==> config.mk <==
export PLATFORM = sky130hd
export DESIGN_NAME = irqpair_top
export DESIGN_NICKNAME = d
export VERILOG_FILES = /design/src/rtl/irqpair_pkg.sv /design/src/rtl/irqpair_decode.sv /design/src/rtl/irqpair_flag_bank.sv /design/src/rtl/irqpair_enable_bank.sv /design/src/rtl/irqpair_readback.sv /design/src/rtl/irqpair_top.sv
export SDC_FILE = /design/constraint.sdc
export NUM_CORES = 1
export LEC_CHECK = 0
export BUFFER_PORTS_ARGS = -buffer_cell sky130_fd_sc_hd__buf_4
export CORE_ASPECT_RATIO = 1.25
export CORE_UTILIZATION = 39
export CTS_CLUSTER_SIZE = 28
export DETAILED_ROUTE_END_ITERATION = 12
export GPL_TIMING_DRIVEN = 1
export PLACE_DENSITY = 0.8
export RECOVER_POWER = 25
export SLEW_MARGIN = 20
export SYNTH_ARGS = -nofsm -noshare
export SYNTH_HDL_FRONTEND = slang
export SYNTH_SLANG_ARGS = --single-unit
==> constraint.sdc <==
create_clock -name clk -period 0.9 [get_ports clk]
set_input_delay 0.18 -clock clk [delete_from_list [all_inputs] [get_ports clk]]
set_output_delay 0.18 -clock clk [all_outputs]
set_load 0.05 [all_outputs]
==> src/rtl/irqpair_pkg.sv <==
package irqpair_pkg;

    localparam int SRC_W  = 7;
    localparam int BYTE_W = 8;

    localparam int SHIFT_POS = 2;
    localparam int TMR2_POS  = 5;
    localparam int TMR1_POS  = 6;

    typedef logic [SRC_W-1:0]  src_vec_t;
    typedef logic [BYTE_W-1:0] byte_t;

    localparam src_vec_t IRQ_SOURCES =
        src_vec_t'((1 << SHIFT_POS) | (1 << TMR1_POS));

    typedef enum logic [1:0] {
        SEL_NONE   = 2'd0,
        SEL_FLAG   = 2'd1,
        SEL_ENABLE = 2'd2
    } reg_sel_t;

    typedef struct packed {
        src_vec_t flag_clr;
        src_vec_t en_set;
        src_vec_t en_clr;
    } wr_ctrl_t;

    function automatic src_vec_t next_flags(src_vec_t cur, src_vec_t set_v, src_vec_t clr_v);
        return (cur & ~clr_v) | set_v;
    endfunction

    function automatic src_vec_t next_enables(src_vec_t cur, src_vec_t set_v, src_vec_t clr_v);
        return (cur | set_v) & ~clr_v;
    endfunction

    function automatic byte_t read_word(logic top_bit, src_vec_t body);
        return {top_bit, body};
    endfunction

endpackage

==> src/rtl/irqpair_decode.sv <==
module irqpair_decode
    import irqpair_pkg::*;
#(
    parameter int ADDR_W       = 4,
    parameter int FLAG_INDEX   = 13,
    parameter int ENABLE_INDEX = 14
) (
    input  logic              bus_wr,
    input  logic [ADDR_W-1:0] bus_addr,
    input  byte_t             bus_wdata,
    output reg_sel_t          sel,
    output wr_ctrl_t          wctl
);

    localparam logic [ADDR_W-1:0] FLAG_A   = ADDR_W'(FLAG_INDEX);
    localparam logic [ADDR_W-1:0] ENABLE_A = ADDR_W'(ENABLE_INDEX);

    src_vec_t payload;
    logic     mode_set;

    assign payload  = bus_wdata[SRC_W-1:0];
    assign mode_set = bus_wdata[BYTE_W-1];

    always_comb begin
        if (bus_addr == FLAG_A) begin
            sel = SEL_FLAG;
        end else if (bus_addr == ENABLE_A) begin
            sel = SEL_ENABLE;
        end else begin
            sel = SEL_NONE;
        end
    end

    always_comb begin
        wctl = '0;
        if (bus_wr) begin
            unique case (sel)
                SEL_FLAG:   wctl.flag_clr = payload;
                SEL_ENABLE: begin
                    if (mode_set) wctl.en_set = payload;
                    else          wctl.en_clr = payload;
                end
                default: wctl = '0;
            endcase
        end
    end

endmodule

==> src/rtl/irqpair_flag_bank.sv <==
module irqpair_flag_bank
    import irqpair_pkg::*;
(
    input  logic     clk,
    input  logic     rst,
    input  src_vec_t evt_set,
    input  src_vec_t strobe_clr,
    input  src_vec_t host_clr,
    output src_vec_t flags
);

    src_vec_t clr_all;
    assign clr_all = strobe_clr | host_clr;

    always_ff @(posedge clk) begin
        if (rst) begin
            flags <= '0;
        end else begin
            flags <= next_flags(flags, evt_set, clr_all);
        end
    end

    // a set pulse always leaves its flag set, whatever clear arrives with it
    a_r5_set_wins: assert property (@(posedge clk) disable iff (rst)
        (evt_set != '0) |=> ((flags & $past(evt_set)) == $past(evt_set)));

    // host write clears the written ones that have no set pulse with them
    a_r3_host_clear: assert property (@(posedge clk) disable iff (rst)
        ((host_clr & ~evt_set) != '0) |=> ((flags & $past(host_clr & ~evt_set)) == '0));

    // strobe clears its flag
    a_r4_strobe_clear: assert property (@(posedge clk) disable iff (rst)
        ((strobe_clr & ~evt_set) != '0) |=> ((flags & $past(strobe_clr & ~evt_set)) == '0));

    // with no set and no clear the flags hold
    a_r11_flags_hold: assert property (@(posedge clk) disable iff (rst)
        ((evt_set | clr_all) == '0) |=> $stable(flags));

endmodule

==> src/rtl/irqpair_enable_bank.sv <==
module irqpair_enable_bank
    import irqpair_pkg::*;
(
    input  logic     clk,
    input  logic     rst,
    input  src_vec_t en_set,
    input  src_vec_t en_clr,
    output src_vec_t enables
);

    always_ff @(posedge clk) begin
        if (rst) begin
            enables <= '0;
        end else begin
            enables <= next_enables(enables, en_set, en_clr);
        end
    end

    // set-mode write turns the selected enables on
    a_r6_enable_set: assert property (@(posedge clk) disable iff (rst)
        (en_set != '0) |=> ((enables & $past(en_set)) == $past(en_set)));

    // clear-mode write turns the selected enables off
    a_r7_enable_clear: assert property (@(posedge clk) disable iff (rst)
        (en_clr != '0) |=> ((enables & $past(en_clr)) == '0));

    // untouched enable bits hold
    a_r7_enable_hold: assert property (@(posedge clk) disable iff (rst)
        ((en_set | en_clr) == '0) |=> $stable(enables));

endmodule

==> src/rtl/irqpair_readback.sv <==
module irqpair_readback
    import irqpair_pkg::*;
#(
    parameter src_vec_t LINE_MASK = IRQ_SOURCES
) (
    input  logic     clk,
    input  logic     rst,
    input  reg_sel_t sel,
    input  src_vec_t flags,
    input  src_vec_t enables,
    output byte_t    rdata,
    output logic     irq
);

    src_vec_t live;
    logic     summary;

    assign live    = flags & enables;
    assign summary = |live;
    assign irq     = |(live & LINE_MASK);

    always_comb begin
        unique case (sel)
            SEL_FLAG:   rdata = read_word(summary, flags);
            SEL_ENABLE: rdata = read_word(1'b1, enables);
            default:    rdata = '0;
        endcase
    end

    // enable read always shows bit 7
    a_r8_enable_top_bit: assert property (@(posedge clk) disable iff (rst)
        (sel == SEL_ENABLE) |-> (rdata[BYTE_W-1] && rdata[SRC_W-1:0] == enables));

    // flag read bit 7 tracks any enabled pending flag
    a_r9_flag_summary: assert property (@(posedge clk) disable iff (rst)
        (sel == SEL_FLAG) |-> (rdata[BYTE_W-1] == ((flags & enables) != '0)));

    // the line only rises for a pending, enabled line source
    a_r10_irq_source: assert property (@(posedge clk) disable iff (rst)
        irq |-> ((flags & enables & LINE_MASK) != '0));

    // Timer 2 on its own never drives the line
    a_r10_tmr2_silent: assert property (@(posedge clk) disable iff (rst)
        ((flags & enables) == src_vec_t'(1 << TMR2_POS)) |-> !irq);

endmodule

==> src/rtl/irqpair_top.sv <==
module irqpair_top
    import irqpair_pkg::*;
#(
    parameter int ADDR_W       = 4,
    parameter int FLAG_INDEX   = 13,
    parameter int ENABLE_INDEX = 14
) (
    input  logic              clk,
    input  logic              rst,
    input  logic              bus_wr,
    input  logic [ADDR_W-1:0] bus_addr,
    input  logic [7:0]        bus_wdata,
    output logic [7:0]        bus_rdata,
    input  logic [6:0]        evt_set,
    input  logic [6:0]        evt_clr,
    output logic              irq_out
);

    reg_sel_t sel;
    wr_ctrl_t wctl;
    src_vec_t flags;
    src_vec_t enables;

    irqpair_decode #(
        .ADDR_W       (ADDR_W),
        .FLAG_INDEX   (FLAG_INDEX),
        .ENABLE_INDEX (ENABLE_INDEX)
    ) u_decode (
        .bus_wr    (bus_wr),
        .bus_addr  (bus_addr),
        .bus_wdata (bus_wdata),
        .sel       (sel),
        .wctl      (wctl)
    );

    irqpair_flag_bank u_flags (
        .clk        (clk),
        .rst        (rst),
        .evt_set    (evt_set),
        .strobe_clr (evt_clr),
        .host_clr   (wctl.flag_clr),
        .flags      (flags)
    );

    irqpair_enable_bank u_enables (
        .clk     (clk),
        .rst     (rst),
        .en_set  (wctl.en_set),
        .en_clr  (wctl.en_clr),
        .enables (enables)
    );

    irqpair_readback #(
        .LINE_MASK (IRQ_SOURCES)
    ) u_read (
        .clk     (clk),
        .rst     (rst),
        .sel     (sel),
        .flags   (flags),
        .enables (enables),
        .rdata   (bus_rdata),
        .irq     (irq_out)
    );

    // a write outside the two indices changes no state
    a_r11_foreign_write: assert property (@(posedge clk) disable iff (rst)
        (bus_wr && sel == SEL_NONE && evt_set == '0 && evt_clr == '0)
            |=> ($stable(flags) && $stable(enables)));

endmodule

==> results by group <==
Pwr
  – P_leak: 0.000621 uW
  – Maximum vdd ir drop: 1.19 mV
  – NetSw: 379 uW
  – Sw frac: 26.6%
  – Power Density: 1050 nW/um^2
  – Clk pwr share: 33.1%
  – Combinational share of power: 20.2%
  – Seq pwr share: 46.8%
  – Int Pwr: 1050 uW

Global routing
  – Global route total overflow: 0
  – Vias in the first global route: 907
  – Global-route wire length before repair: 4.00 mm
  – Pin count of the biggest net entering global routing: 15
  – Initial antenna violation count: 0
  – GRT Util Overall: 28.0%

Die
  – Die area: 2080 sq um
  – Die X: 40.9 um
  – Cell row count: 17
  – Die H: 50.7 um
  – Initial Util: 41.9%
  – Core area: 1770 sq um
  – Number of I/O pins: 38

CTS
  – CTS buffer count: 3
  – H-Tree Depth: 1
  – Clock Latency Late Sink: 0.28 ns
  – # hold bufs at CTS: 0
  – CTS tree: built
  – Longest Clk Path Bufs: 2
  – CTS clk-pin slew, worst paths: 0.10 ns
  – Clock Root Buffer: clkbuf_4
  – CTS Sinks: 14

Cells and area
  – Final Cell Area: 1350 sq um
  – Layout area overhead: 83.1%
  – Fill cell count: 129
  – Diode count: 0
  – Layout Nets: 173
  – Layout cells sized above 1: 57.3%
  – Finished Layout Cells: 162

Yosys
  – Area share of fa/ha/maj cells after synthesis: 0%
  – Multiplexer area fraction after synthesis: 0%
  – Part of the Yosys area used for sequential elements: 37.9%
  – Largest family of logic cells by synthesized area: compound AO/OA/AOI/OAI gates
  – Synth Instances: 91
  – Synth warn: 0
  – Avg Cell Area, Syn: 8.13 sq um
  – Area of the mapped netlist: 739 sq um
  – Synth Net Count: 120
  – Post-synth cell types: 18
  – Simple logic cell fraction of the synthesized area: 21.8%
  – Xor and xnor fraction of the mapped netlist area: 0%
  – Fraction of the mapped netlist area in compound gates: 31.5%
  – Synth Register Bits: 14

Placed design
  – Placed standard-cell area: 1180 sq um
  – Gpl congestion: 0.779
  – HPWL after detailed placement: 1.71 mm
  – Port Buffers: 37
  – Placed insts: 157
  – Post-Place Worst Slack: -0.470 ns

Min path
  – Hold Crit Depth: 3
  – Hold WC Path Type: in -> reg

STA
  – Final total negative setup slack: -3.83 ns
  – Max Slew Vio Count: 0
  – Crit share post-route: 178%
  – Slew HR: 80.1%
  – Fmax: 623 MHz
  – Endpoints failing hold: 0
  – Final setup fails: 10
  – Final hold slack: 0.123 ns
  – Unrepaired setup endpoints after global routing: true
  – Final WS setup: -0.705 ns
  – Crit path time final: 1.61 ns
  – Setup Skew: 0 ns
  – Least-Margin Pin Slew: 0.298 ns

Drt
  – DR WL/cell: 16.3 um
  – Routed Antenna Nets: 0
  – Via count: 947
  – Drt via density: 5.85
  – 1st-pass router iterations: 4
  – Drt total wl: 2.64 mm
  – Iteration-0 DRC Markers: 26
  – DR DRC count: 0

Outcome
  – Status: complete, but fails checks
  – Failing checks: setup timing

Critical path
  – Critical path startpoint category: flop
  – Crit end category: primary output
  – Worst reg2reg path depth: 4
  – R2r setup slk: 0.05 ns
  – Kind of critical path: reg -> out
  – CP max FO: 2
  – WP data arrival: 1.43 ns
  – Worst Path Required: 0.72 ns

Flow run
  – Max_cap viols: 0
-- synthesized netlist by cell type --
cell type | n | area [sq um]
a21oi_1 | 14 | 70.1
a222oi_1 | 1 | 10.0
a22o_1 | 8 | 70.1
a22oi_1 | 1 | 7.51
and3b_1 | 1 | 8.76
and4b_1 | 1 | 10.0
and4b_2 | 1 | 11.3
buf_2 | 1 | 5.00
buf_6 | 1 | 11.3
buf_8 | 1 | 15.0
clkbuf_1 | 2 | 7.51
dfxtp_1 | 14 | 280
inv_1 | 7 | 26.3
nand2_1 | 7 | 26.3
nand4_1 | 7 | 43.8
nand4b_1 | 2 | 17.5
nor2b_1 | 7 | 43.8
o21ai_0 | 15 | 75.1
-- through the flow --
stage          utilization [%]  power, uW
2_1_floorplan                -        777
3_3_place_gp              66.8        922
3_5_place_dp              66.8        932
4_1_cts                   75.6       1400
5_1_grt                   76.7       1500
6_report                  76.7       1430
-- power by group through the flow --
| stage | clock network, uW | registers (uW) | logic (uW) |
|---|---|---|---|
| after floorplan | 0 | 672 | 105 |
| after global placement | 0 | 676 | 246 |
| after detailed placement | 0 | 677 | 255 |
| after CTS | 464 | 665 | 271 |
| after global routing | 522 | 671 | 311 |
| final | 472 | 668 | 288 |
-- cell families after synthesis --
family,count (synthesis)
AOI/OAI and AO/OA,39
and+or+nand+nor,26
DFF,14
buffers and inverters,12
-- worst paths after layout --
| kind | endpoint | start |
|---|---|---|
| worst max-delay path | bus_rdata[7] | u_flags.flags[1] |
| worst min register to register | u_enables.enables[3] | u_enables.enables[3] |
| worst max register to register | u_flags.flags[1] | u_flags.flags[1] |
| worst min-delay path | u_flags.flags[4] | evt_set[4] |
-- registers in the layout (all words and copies together) (netlist names) --
signal / flops
u_flags.flags: 7
u_enables.enables: 7
-- placed cells by master, fill, tap and decap left out, drive strengths merged --
| cell type | netlist | routed |
|---|---|---|
| buf | 3 | 53 |
| a222oi | 1 | 1 |
| dfxtp | 14 | 14 |
| o21ai | 15 | 15 |
| nand4b | 2 | 2 |
| inv | 7 | 7 |
| a21oi | 14 | 14 |
| and3b | 1 | 1 |
| a22o | 8 | 8 |
| a22oi | 1 | 1 |
| nand2 | 7 | 7 |
| and4b | 2 | 2 |
| nor2b | 7 | 7 |
| clkbuf | 2 | 4 |
| nand4 | 7 | 7 |
-- metal layers --
metal	vias to the layer above	track usage [%]	wire length [um]
met2	43	48.4	1470
met1	456	33.8	1000
met4	0	7.22	34
met5	-	0	0
li1	444	-	-
met3	4	3.98	134
-- critical path, stage by stage, from the launching register on --
cell and delay (ns):
dfxtp_2 0.33, a222oi_1 0.34, and3b_2 0.27, o21ai_4 0.06, buf_6 0.15
-- repair_timing --
item	CTS	global route
gates resized for setup	34	10
pin swaps	8	7
setup endpoints to repair	10	16
buffers inserted	1	3
-- area by class of cell --
| class | count | area, sq um | share of cell area, % |
|---|---|---|---|
| sequential | 14 | 295 | 21.8 |
| multi-input combinational | 65 | 484 | 35.8 |
| timing repair buffer | 53 | 488 | 36.0 |
| inverter | 7 | 26.3 | 1.94 |
| clock buffer | 4 | 36.3 | 2.68 |
| tap | 19 | 23.8 | 1.76 |
(Power assumes the default switching activity.)
